## config.mk

```make
export PLATFORM = sky130hd
export DESIGN_NAME = sandcastle_hgen
export DESIGN_NICKNAME = d
export VERILOG_FILES = /design/src/rtl/sc_pkg.sv /design/src/rtl/sc_line_timer.sv /design/src/rtl/sc_lead_calc.sv /design/src/rtl/sc_blank_ctrl.sv /design/src/rtl/sandcastle_hgen.sv
export SDC_FILE = /design/constraint.sdc
export NUM_CORES = 1
export LEC_CHECK = 0
export BUFFER_PORTS_ARGS = -buffer_cell sky130_fd_sc_hd__buf_2
export CAP_MARGIN = 10
export CORE_ASPECT_RATIO = 0.8
export CORE_UTILIZATION = 56
export CTS_BUF_LIST = sky130_fd_sc_hd__clkbuf_4
export DETAILED_ROUTE_END_ITERATION = 8
export PLACE_DENSITY = 0.82
export SYNTH_ARGS = -nofsm -noshare
export SYNTH_HDL_FRONTEND = slang
export SYNTH_SLANG_ARGS = --single-unit
```

## constraint.sdc

```tcl
create_clock -name clk -period 3.75 [get_ports clk]
set_clock_uncertainty 0.1 [all_clocks]
set_input_delay 0 -clock clk [delete_from_list [all_inputs] [get_ports clk]]
set_output_delay 0 -clock clk [all_outputs]
set_load 0.005 [all_outputs]
```

## src/rtl/sc_pkg.sv

```systemverilog
package sc_pkg;

    typedef enum logic [1:0] {
        MODE_NORMAL  = 2'b00,
        MODE_WAIT    = 2'b01,
        MODE_STOP    = 2'b10,
        MODE_PROTECT = 2'b11
    } sc_mode_e;

    typedef enum logic [1:0] {
        LVL_BASE  = 2'b00,
        LVL_BLANK = 2'b01,
        LVL_CLAMP = 2'b10
    } sc_level_e;

endpackage

```

## src/rtl/sc_line_timer.sv

```systemverilog
module sc_line_timer #(
    parameter int CNT_W      = 11,
    parameter int SHIFT_W    = 3,
    parameter int CLAMP_BASE = 35,
    parameter int CLAMP_STEP = 2,
    parameter int CLAMP_LEN  = 21
) (
    input  logic               clk,
    input  logic               rst_n,
    input  logic               line_start_i,
    input  logic [SHIFT_W-1:0] clamp_shift_i,
    output logic [CNT_W-1:0]   cnt_nxt_o,
    output logic               clamp_win_o
);
    localparam logic [CNT_W-1:0] CNT_MAX  = '1;
    localparam logic [CNT_W-1:0] WIN_SPAN = CNT_W'(CLAMP_LEN - 1);

    typedef struct packed {
        logic [CNT_W-1:0] cnt;
    } tmr_st_t;

    tmr_st_t s_d, s_q;
    logic [CNT_W-1:0] win_first, win_last;

    always_comb begin
        s_d = s_q;
        if (line_start_i) begin
            s_d.cnt = '0;
        end else if (s_q.cnt != CNT_MAX) begin
            s_d.cnt = s_q.cnt + 1'b1;
        end
        win_first   = CNT_W'(CLAMP_BASE) + CNT_W'(CLAMP_STEP) * CNT_W'(clamp_shift_i);
        win_last    = win_first + WIN_SPAN;
        cnt_nxt_o   = s_d.cnt;
        clamp_win_o = (s_d.cnt != CNT_MAX) && (s_d.cnt >= win_first) && (s_d.cnt <= win_last);
    end

    always_ff @(posedge clk) begin
        if (!rst_n) begin
            s_q.cnt <= CNT_MAX;
        end else begin
            s_q <= s_d;
        end
    end

endmodule

```

## src/rtl/sc_lead_calc.sv

```systemverilog
module sc_lead_calc #(
    parameter int K_W      = 11,
    parameter int CNT_W    = 11,
    parameter int NOM_K    = 432,
    parameter int LEAD_MAX = 41,
    parameter int LEAD_MIN = 38
) (
    input  logic [K_W-1:0]   k_i,
    output logic [CNT_W-1:0] lead_o
);
    localparam int K_OFFSET = NOM_K - LEAD_MAX;

    int k_int;
    int raw;
    int sat;

    always_comb begin
        k_int = int'(k_i);
        raw   = k_int - K_OFFSET;
        if (raw > LEAD_MAX) begin
            sat = LEAD_MAX;
        end else if (raw < LEAD_MIN) begin
            sat = LEAD_MIN;
        end else begin
            sat = raw;
        end
        lead_o = CNT_W'(sat);
    end

endmodule

```

## src/rtl/sc_blank_ctrl.sv

```systemverilog
module sc_blank_ctrl #(
    parameter int CNT_W = 11
) (
    input  logic             clk,
    input  logic             rst_n,
    input  logic [CNT_W-1:0] cnt_nxt_i,
    input  logic             fb_centre_i,
    input  logic             fb_trail_i,
    input  logic [CNT_W-1:0] lead_i,
    output logic             blank_nxt_o
);
    localparam logic [CNT_W-1:0] CNT_MAX = '1;

    typedef struct packed {
        logic [CNT_W-1:0] centre;
        logic             valid;
        logic             blank;
    } blk_st_t;

    blk_st_t s_d, s_q;
    logic    start_hit;

    always_comb begin
        s_d       = s_q;
        start_hit = s_q.valid && (s_q.centre >= lead_i) &&
                    (cnt_nxt_i == s_q.centre - lead_i);
        s_d.blank = (s_q.blank || start_hit || fb_centre_i) && !fb_trail_i;
        if (fb_centre_i && (cnt_nxt_i != CNT_MAX)) begin
            s_d.centre = cnt_nxt_i;
            s_d.valid  = 1'b1;
        end
        blank_nxt_o = s_d.blank;
    end

    always_ff @(posedge clk) begin
        if (!rst_n) begin
            s_q <= '0;
        end else begin
            s_q <= s_d;
        end
    end

    AST_TRAIL_CLEARS: assert property (@(posedge clk) disable iff (!rst_n)
        fb_trail_i |=> !s_q.blank);

endmodule

```

## src/rtl/sandcastle_hgen.sv

```systemverilog
module sandcastle_hgen #(
    parameter int CNT_W      = 11,
    parameter int K_W        = 11,
    parameter int SHIFT_W    = 3,
    parameter int CLAMP_BASE = 35,
    parameter int CLAMP_STEP = 2,
    parameter int CLAMP_LEN  = 21,
    parameter int NOM_K      = 432,
    parameter int LEAD_MAX   = 41,
    parameter int LEAD_MIN   = 38
) (
    input  logic               clk,
    input  logic               rst_n,
    input  logic               line_start_i,
    input  logic               fb_centre_i,
    input  logic               fb_trail_i,
    input  logic [SHIFT_W-1:0] clamp_shift_i,
    input  logic [K_W-1:0]     clk_per_line_i,
    input  logic               clamp_sup_i,
    input  logic [1:0]         mode_i,
    output logic [1:0]         level_o
);
    import sc_pkg::*;

    typedef struct packed {
        logic [1:0] level;
    } top_st_t;

    top_st_t          s_d, s_q;
    logic [CNT_W-1:0] cnt_nxt;
    logic [CNT_W-1:0] lead;
    logic             clamp_win;
    logic             blank_nxt;
    logic             suppress;

    sc_line_timer #(
        .CNT_W(CNT_W), .SHIFT_W(SHIFT_W), .CLAMP_BASE(CLAMP_BASE),
        .CLAMP_STEP(CLAMP_STEP), .CLAMP_LEN(CLAMP_LEN)
    ) timer_i (
        .clk(clk), .rst_n(rst_n), .line_start_i(line_start_i),
        .clamp_shift_i(clamp_shift_i), .cnt_nxt_o(cnt_nxt), .clamp_win_o(clamp_win)
    );

    sc_lead_calc #(
        .K_W(K_W), .CNT_W(CNT_W), .NOM_K(NOM_K),
        .LEAD_MAX(LEAD_MAX), .LEAD_MIN(LEAD_MIN)
    ) lead_i (
        .k_i(clk_per_line_i), .lead_o(lead)
    );

    sc_blank_ctrl #(.CNT_W(CNT_W)) blank_i (
        .clk(clk), .rst_n(rst_n), .cnt_nxt_i(cnt_nxt), .fb_centre_i(fb_centre_i),
        .fb_trail_i(fb_trail_i), .lead_i(lead), .blank_nxt_o(blank_nxt)
    );

    always_comb begin
        s_d      = s_q;
        suppress = clamp_sup_i && (sc_mode_e'(mode_i) != MODE_NORMAL);
        if (clamp_win && !suppress) begin
            s_d.level = LVL_CLAMP;
        end else if (blank_nxt) begin
            s_d.level = LVL_BLANK;
        end else begin
            s_d.level = LVL_BASE;
        end
    end

    always_ff @(posedge clk) begin
        if (!rst_n) begin
            s_q.level <= LVL_BASE;
        end else begin
            s_q <= s_d;
        end
    end

    assign level_o = s_q.level;

    // Consecutive-clamp counter, used only by the length property below
    logic [7:0] clamp_run_q;
    always_ff @(posedge clk) begin
        if (!rst_n) begin
            clamp_run_q <= '0;
        end else if (level_o == LVL_CLAMP) begin
            if (clamp_run_q != 8'hFF) clamp_run_q <= clamp_run_q + 1'b1;
        end else begin
            clamp_run_q <= '0;
        end
    end

    AST_CLAMP_LEN: assert property (@(posedge clk) disable iff (!rst_n)
        clamp_run_q <= 8'(CLAMP_LEN));
    AST_NO_CLAMP_AT_LINE: assert property (@(posedge clk) disable iff (!rst_n)
        line_start_i |=> level_o != LVL_CLAMP);
    AST_CENTRE_BLANKED: assert property (@(posedge clk) disable iff (!rst_n)
        (fb_centre_i && !fb_trail_i) |=> level_o != LVL_BASE);
    AST_SUPPRESS: assert property (@(posedge clk) disable iff (!rst_n)
        (clamp_sup_i && mode_i != 2'b00) |=> level_o != LVL_CLAMP);
    AST_LEVEL_LEGAL: assert property (@(posedge clk) disable iff (!rst_n)
        level_o != 2'b11);

endmodule

```

== Word level (Yosys, flattened, before mapping) ==
Cells that the tools add are included.

* Word-level logic and storage cells: 40
* Register bits: 26
* Output and inout bits: 2
* Input port bits: 22

* Bitwise logic cells: 1
* Mux-type cells: 6
* Add/subtract/negate cells: 5
* Eq/ne operators: 3
* Reductions and logical operators: 14
* $lt $le $gt $ge: 5

{| class="wikitable"
|+ Operator list
! operator !! count
|-
| 11-bit 2-to-1 mux || 4
|-
| 11-bit greater-or-equal comparator || 2
|-
| 11-bit inequality test, second input constant || 2
|-
| 12-bit by 7-bit greater-than comparator with 1-bit output, second input constant || 1
|-
| 12-bit by 7-bit < comparator with 1-bit output, second input constant || 1
|-
| 11-bit by 9-bit subtractor with 12-bit output, second input constant || 1
|-
| 11-bit by 1-bit adder with 11-bit output, second input constant || 1
|-
| 11-bit by 5-bit adder with 11-bit output, second input constant || 1
|-
| 11-bit equality test || 1
|-
| 11-bit less-or-equal comparator || 1
|-
| 11-bit subtractor || 1
|-
| 1-bit logical AND || 8
|-
| 6-bit by 4-bit adder with 7-bit output, first input constant || 1
|-
| 1-bit logical NOT || 2
|-
| 1-bit logical OR || 2
|-
| 2-bit 2-to-1 mux || 1
|-
| 2-bit nonzero test || 1
|-
| 2-bit OR reduction || 1
|-
| 1-bit 2-to-1 mux || 1
|-
| 1-bit NOT || 1
|}

== Logic depth before layout (Yosys ltp) ==
* Depth after elaboration: 12
* Depth in mapped cells: 18
* Mapped depth without buffers: 18

== Cells and area by module ==
From an unflattened synthesis, not the netlist that was laid out.

* Cell total of the unflattened synthesis: 343
* Area, all modules: 2757.6 µm²

{| class="wikitable"
|+ By module, submodules not included
! module !! cells an instance !! times used !! area an instance (µm²) !! sequential area each (µm²)
|-
| sc_blank_ctrl || 152 || 1 || 1232.4 || 260.2
|-
| sc_line_timer || 113 || 1 || 947.2 || 220.2
|-
| sc_lead_calc || 72 || 1 || 518.0 || 0.0
|-
| sandcastle_hgen || 6 || 1 || 60.1 || 40.0
|}

== Worst setup path before layout ==
No wires, ideal clock.

* Path type: input to register
* Start point: input port clk_per_line_i[2]
* End point: register s_q, in the netlist level_o[0]
* Data arrival time: 3.415 ns
* Required time: 3.571 ns
* Slack: 0.156 ns
* Stages: 16
* Setup time: 0.079 ns
* Buffers on the path: 1
* Cell sequence: buf_2 a311o_1 o311ai_2 nand2_1 o31ai_1 o21ai_1 o31ai_1 o21bai_1 ha_1 nor2b_1 o31a_1 or4b_2 nand3_1 xnor2_1 a21oi_1 a211oi_2

* Longest elaborated chain between the ends: 11
* Elaborated cells on any way between the ends: 14
* Classes of those cells: add/sub (2); order compare (3); eq/ne (1); mux (3); reduce/logical (5)

{| class="wikitable"
|+ Ends and longest elaborated chain
! what !! RTL line !! RTL
|-
| start: declaration || sandcastle_hgen.sv:18 || <nowiki>input logic [K_W-1:0] clk_per_line_i,</nowiki>
|-
| 11-bit by 9-bit subtractor with 12-bit output (*) || sc_lead_calc.sv:19 || <nowiki>raw = k_int - K_OFFSET;</nowiki>
|-
| 12-bit by 7-bit < comparator with 1-bit output || sc_lead_calc.sv:22 || <nowiki>end else if (raw < LEAD_MIN) begin</nowiki>
|-
| 11-bit 2-to-1 mux || sc_lead_calc.sv:22 ||
|-
| 11-bit 2-to-1 mux (*) || sc_lead_calc.sv:20 || <nowiki>if (raw > LEAD_MAX) begin</nowiki>
|-
| 11-bit subtractor / 11-bit greater-or-equal comparator (equally long branches) || sc_blank_ctrl.sv:26, sc_blank_ctrl.sv:25 ||
|-
| 11-bit equality test / 1-bit logical AND (equally long branches) || sc_blank_ctrl.sv:26, sc_blank_ctrl.sv:25 ||
|-
| 1-bit logical AND (*) || sc_blank_ctrl.sv:25 || <nowiki>start_hit = s_q.valid && (s_q.centre >= lead_i) &&</nowiki>
|-
| 1-bit logical OR (*) (2 in series) || sc_blank_ctrl.sv:27 || <nowiki>s_d.blank = (s_q.blank || start_hit || fb_centre_i) && !fb_trail_i;</nowiki>
|-
| 1-bit logical AND (*) || sc_blank_ctrl.sv:27 ||
|-
| 1-bit 2-to-1 mux (*) || sandcastle_hgen.sv:61 || <nowiki>end else if (blank_nxt) begin</nowiki>
|-
| end: declaration || sandcastle_hgen.sv:29 || <nowiki>top_st_t s_d, s_q;</nowiki>
|}

Every way passes the cells marked *; elsewhere a longest branch is shown, timed or not.
A chain may end at the register's enable or synchronous reset.

== Final worst setup path ==
* Start point: register timer_i.s_q[0] in the netlist's numbering
* End point: register s_q, in the netlist level_o[0]

* Longest elaborated chain between the ends: 9
* Elaborated cells on any way between the ends: 17
* Classes of those cells: add/sub (1); order compare (2); eq/ne (3); mux (3); reduce/logical (8)

{| class="wikitable"
|+ Ends and longest elaborated chain
! what !! RTL line !! RTL
|-
| start: declaration || sc_line_timer.sv:22 || <nowiki>tmr_st_t s_d, s_q;</nowiki>
|-
| 11-bit by 1-bit adder with 11-bit output / 11-bit inequality test (equally long branches) || sc_line_timer.sv:30, sc_line_timer.sv:29 ||
|-
| 11-bit 2-to-1 mux (*) || sc_line_timer.sv:29 || <nowiki>end else if (s_q.cnt != CNT_MAX) begin</nowiki>
|-
| 11-bit 2-to-1 mux (*) || sc_line_timer.sv:27 || <nowiki>if (line_start_i) begin</nowiki>
|-
| via blank_i.cnt_nxt_i[3] || sc_blank_ctrl.sv:6 || <nowiki>input logic [CNT_W-1:0] cnt_nxt_i,</nowiki>
|-
| branches (longest 6 deep; another with 11-bit greater-or-equal comparator) || n/a ||
|}

Mark *: on every way through the listed nets, which the timed path passes.

==> impl_metrics.py <==
metrics = {
    "cts": {
        "cts_inserted_buffers": 3,
        "path_clk_slew_ps": 160,
        "tritoncts": "done",
        "cts_sinks": 26,
        "htreeDepth": 1,
        "cts_buffer_depth": 2,
        "clock_latency_ps": 340,
        "clock-root-buffer": "clkbuf_4",
    },
    "sta": {
        "fmax_mhz": 281,
        "timing.hold.ws_ps": 67.6,
        "relSlewSlack_pct": 44.4,
        "period_share_pct": 94.7,
        "setup_viol_count_final": 0,
        "hold_viol_final": 0,
        "slew_violations": 0,
        "worstMarginPinSlew_ps": 828,
        "min_period_ps": 3550,
        "rsz0062_at_grt": "false",
    },
    "min_path": {
        "hp-class": "primary input to register",
        "holdCritStartpoint": "mode_i[0]",
        "hold_path_depth": 6,
        "worstHoldEndpoint": "level_o[1]$_SDFF_PN0_",
    },
    "logic_synthesis": {
        "synthTopCellsByArea": "dfxtp_1 (19%), ha_1 (13%), nand2_1 (4.5%)",
        "avgSynthCellArea_sq_um": 7.96,
        "synth.lib_cells_used.distinct": 73,
        "yosysMostFrequentCell": "nand2_1",
        "synth_cells": 337,
        "synth-main-ff-cell": "dfxtp_1",
        "yosys_warnings": 0,
        "synth-seq-area-share_pct": 19.4,
        "synth_top_cell_by_area": "dfxtp_1",
        "synth-edff-count": 0,
        "synth_async_sr_flop_share_pct": 0,
        "synth_top_area_share_pct": 19.4,
        "synthTopCellsByCount": "nand2_1 (32), ha_1 (28), dfxtp_1 (26), nand3_1 (20)",
        "ys_ff_latch": 26,
        "synth_area_sq_um": 2680,
    },
    "die": {
        "start_util_pct": 58.4,
        "top_level_ports": 24,
        "die_area_sq_um": 5070,
        "fp.dieW_um": 79.4,
        "fp-row-count": 22,
        "coreArea_sq_um": 4600,
        "fp.dieH_um": 63.9,
    },
    "setup_path": {
        "cp.required_ps": 3920,
        "end_kind": "register",
        "r2r-end": "level_o[0]$_SDFF_PP0_",
        "cp-start-kind": "register",
        "crit_path_top_delay_cell": "a211oi_2",
        "r2r_start": "timer_i.s_q[0]$_SDFF_PN1_",
        "arrival_ps": 3720,
        "max_stage_delay_ps": 550,
        "critPathKind": "register to register",
        "reg2reg_slack_ps": 200,
        "reg2regPathDepth": 11,
        "crit_chain": "ha_1 -> and4_2 -> and4_1 -> a211oi_2 -> inv_1 -> ha_1 -> a2111oi_0 -> o311ai_0 -> nand4_1 -> o21ai_0 -> a211oi_2",
        "cp_max_fo": 6,
    },
    "detailed_routing": {
        "wl_per_cell_um": 14.8,
        "drt-vias-per-instance": 6.23,
        "dr.pass1.iters": 6,
        "routed_wl_um": 6410,
        "drt_iter0_markers": 213,
        "drcViolationCount": 0,
        "ant_nets": 0,
        "num_vias": 2697,
    },
    "power": {
        "seq_power_share_pct": 35.2,
        "pwr_density_cell_nw_per_um2": 298,
        "swShare_pct": 37.0,
        "ir_drop_v": 0.000171,
        "pwr-share-comb_pct": 42.2,
        "leakage_nw": 1.33,
        "p_switching_w": 0.000333,
        "p_int_w": 0.000567,
        "clockPowerShare_pct": 22.6,
    },
    "global_route": {
        "antenna_found_initial": 0,
        "grt_pass1_vias": 2315,
        "grt_max_degree": 33,
        "grt_usage_pct": 26.2,
        "grt_overflow": 0,
        "grt_pass1_wl_um": 10600,
    },
    "cells_and_area": {
        "drive_gt1_share_pct": 16.4,
        "areaGrowthSynthToFinish_pct": 12.5,
        "diodes": 0,
        "post-route-util_pct": 65.7,
        "fin_area_sq_um": 3020,
        "layout.nets": 425,
    },
    "placement": {
        "gp_congestion": 0.950,
        "placed_area_sq_um": 2910,
        "dp_hpwl_um": 4960,
        "io_buffers": 23,
    },
    "outcome": {
        "status": "finished clean",
    },
    "flow_run": {
        "maxCapViolations": 0,
    },
}
## registers in the layout, summed over array words and instances (netlist names)
signal and flops:
blank_i.s_q 13, timer_i.s_q 11, level_o 2
## stage by stage
| step | power [W] | worst slack [ps] | std cells | TNS (ps) |
|---|---|---|---|---|
| global placement | 0.000676 | -11.1 | 424 | -11.1 |
| CTS | 0.000890 | 214 | 432 | 0 |
| floorplan | 0.000595 | 156 | 342 | 0 |
| finish | 0.000900 | 197 | 433 | 0 |
| detailed placement | 0.000688 | -123 | 424 | -147 |
| global route | 0.000956 | 6.87 | 433 | 0 |
## power by group through the flow
| stage | Combinational (W) | Sequential [W] | Clock [W] |
|---|---|---|---|
| final | 0.000379 | 0.000317 | 0.000203 |
| after global routing | 0.000420 | 0.000320 | 0.000216 |
| after CTS | 0.000372 | 0.000316 | 0.000203 |
| after detailed placement | 0.000365 | 0.000322 | 0 |
| after global placement | 0.000355 | 0.000321 | 0 |
| after floorplan | 0.000280 | 0.000316 | 0 |
## cell usage in the layout (no fill, tap or decap), types with 3 or more instances in the layout
master         count
dlygate4sd3_1      4
conb_1             7
nor2_1            16
nor4_1             3
xor2_1             7
buf_2             23
or3_1              3
and3_1             5
o21a_1             5
inv_1             17
nand3_1           20
clkbuf_4           3
nor3_1             9
o21ai_1           12
buf_4             12
nor2b_1            4
a211oi_2           3
a21o_1             6
a31oi_1            8
nand4_1            6
a21oi_1           13
nand2_1           32
o21bai_1           4
o21ai_0           17
nand2b_1           6
and2_1             5
xnor2_1            9
ha_1              28
a211o_1            4
o31a_1             3
dfxtp_1           26
## final cells by class
| type | instances | area (sq um) |
|---|---|---|
| sequential | 26 | 520 |
| clock inverter | 1 | 30.0 |
| timing repair buffer | 39 | 245 |
| multi-input combinational | 286 | 2060 |
| fill | 400 | 1580 |
| clock buffer | 3 | 22.5 |
| inverter | 18 | 67.6 |
| tap | 60 | 75.1 |
## metal layers
layer | up-vias | routed length, um | global-route usage, %
li1 | 1333 | - | -
met1 | 1241 | 3070 | 37.9
met2 | 110 | 2820 | 41.8
met3 | 13 | 426 | 3.71
met4 | 0 | 87 | 3.64
met5 | - | 0 | 0
## how the worst max path moves through the flow
stage | start | end | cells after the start
finish | timer_i.s_q[0]$_SDFF_PN1_ | level_o[0]$_SDFF_PP0_ | 11
global route | clk_per_line_i[0] | level_o[0]$_SDFF_PP0_ | 18
CTS | clk_per_line_i[0] | level_o[0]$_SDFF_PP0_ | 17
detailed placement | clk_per_line_i[0] | level_o[0]$_SDFF_PP0_ | 17
global placement | clk_per_line_i[0] | level_o[0]$_SDFF_PP0_ | 17
floorplan | clk_per_line_i[2] | level_o[0]$_SDFF_PP0_ | 16
## repair_timing
action | 4_1_cts | 5_1_grt
buffers inserted | 0 | 1
hold buffers | 4 | 0
setup endpoints to repair | 0 | 2
resized for setup | 0 | 1
hold endpoints to repair | 9 | 0
## critical path, delay by kind of cell, from the launching register on
| kind | cells | cell delay, ps |
|---|---|---|
| AO/OA/AOI/OAI | 5 | 1560 |
| adder cells (fa/ha/maj) | 2 | 550 |
| buffers and inverters | 1 | 180 |
| flip-flops | 1 | 380 |
| AND/OR/NAND/NOR | 3 | 710 |
## kinds of logic after synthesis
| kind of cell | count (synthesis) | synth area share [%] |
|---|---|---|
| xor gates and xnor gates | 16 | 5.22 |
| AOI/OAI and AO/OA | 106 | 29.3 |
| buffers and inverters | 30 | 4.80 |
| muxes | 2 | 0.746 |
| DFF | 26 | 19.4 |
| other | 2 | 0.280 |
| and+or+nand+nor | 126 | 26.4 |
| adders and majority gates | 29 | 13.8 |
No activity file was read; power rests on OpenSTA's default activity.
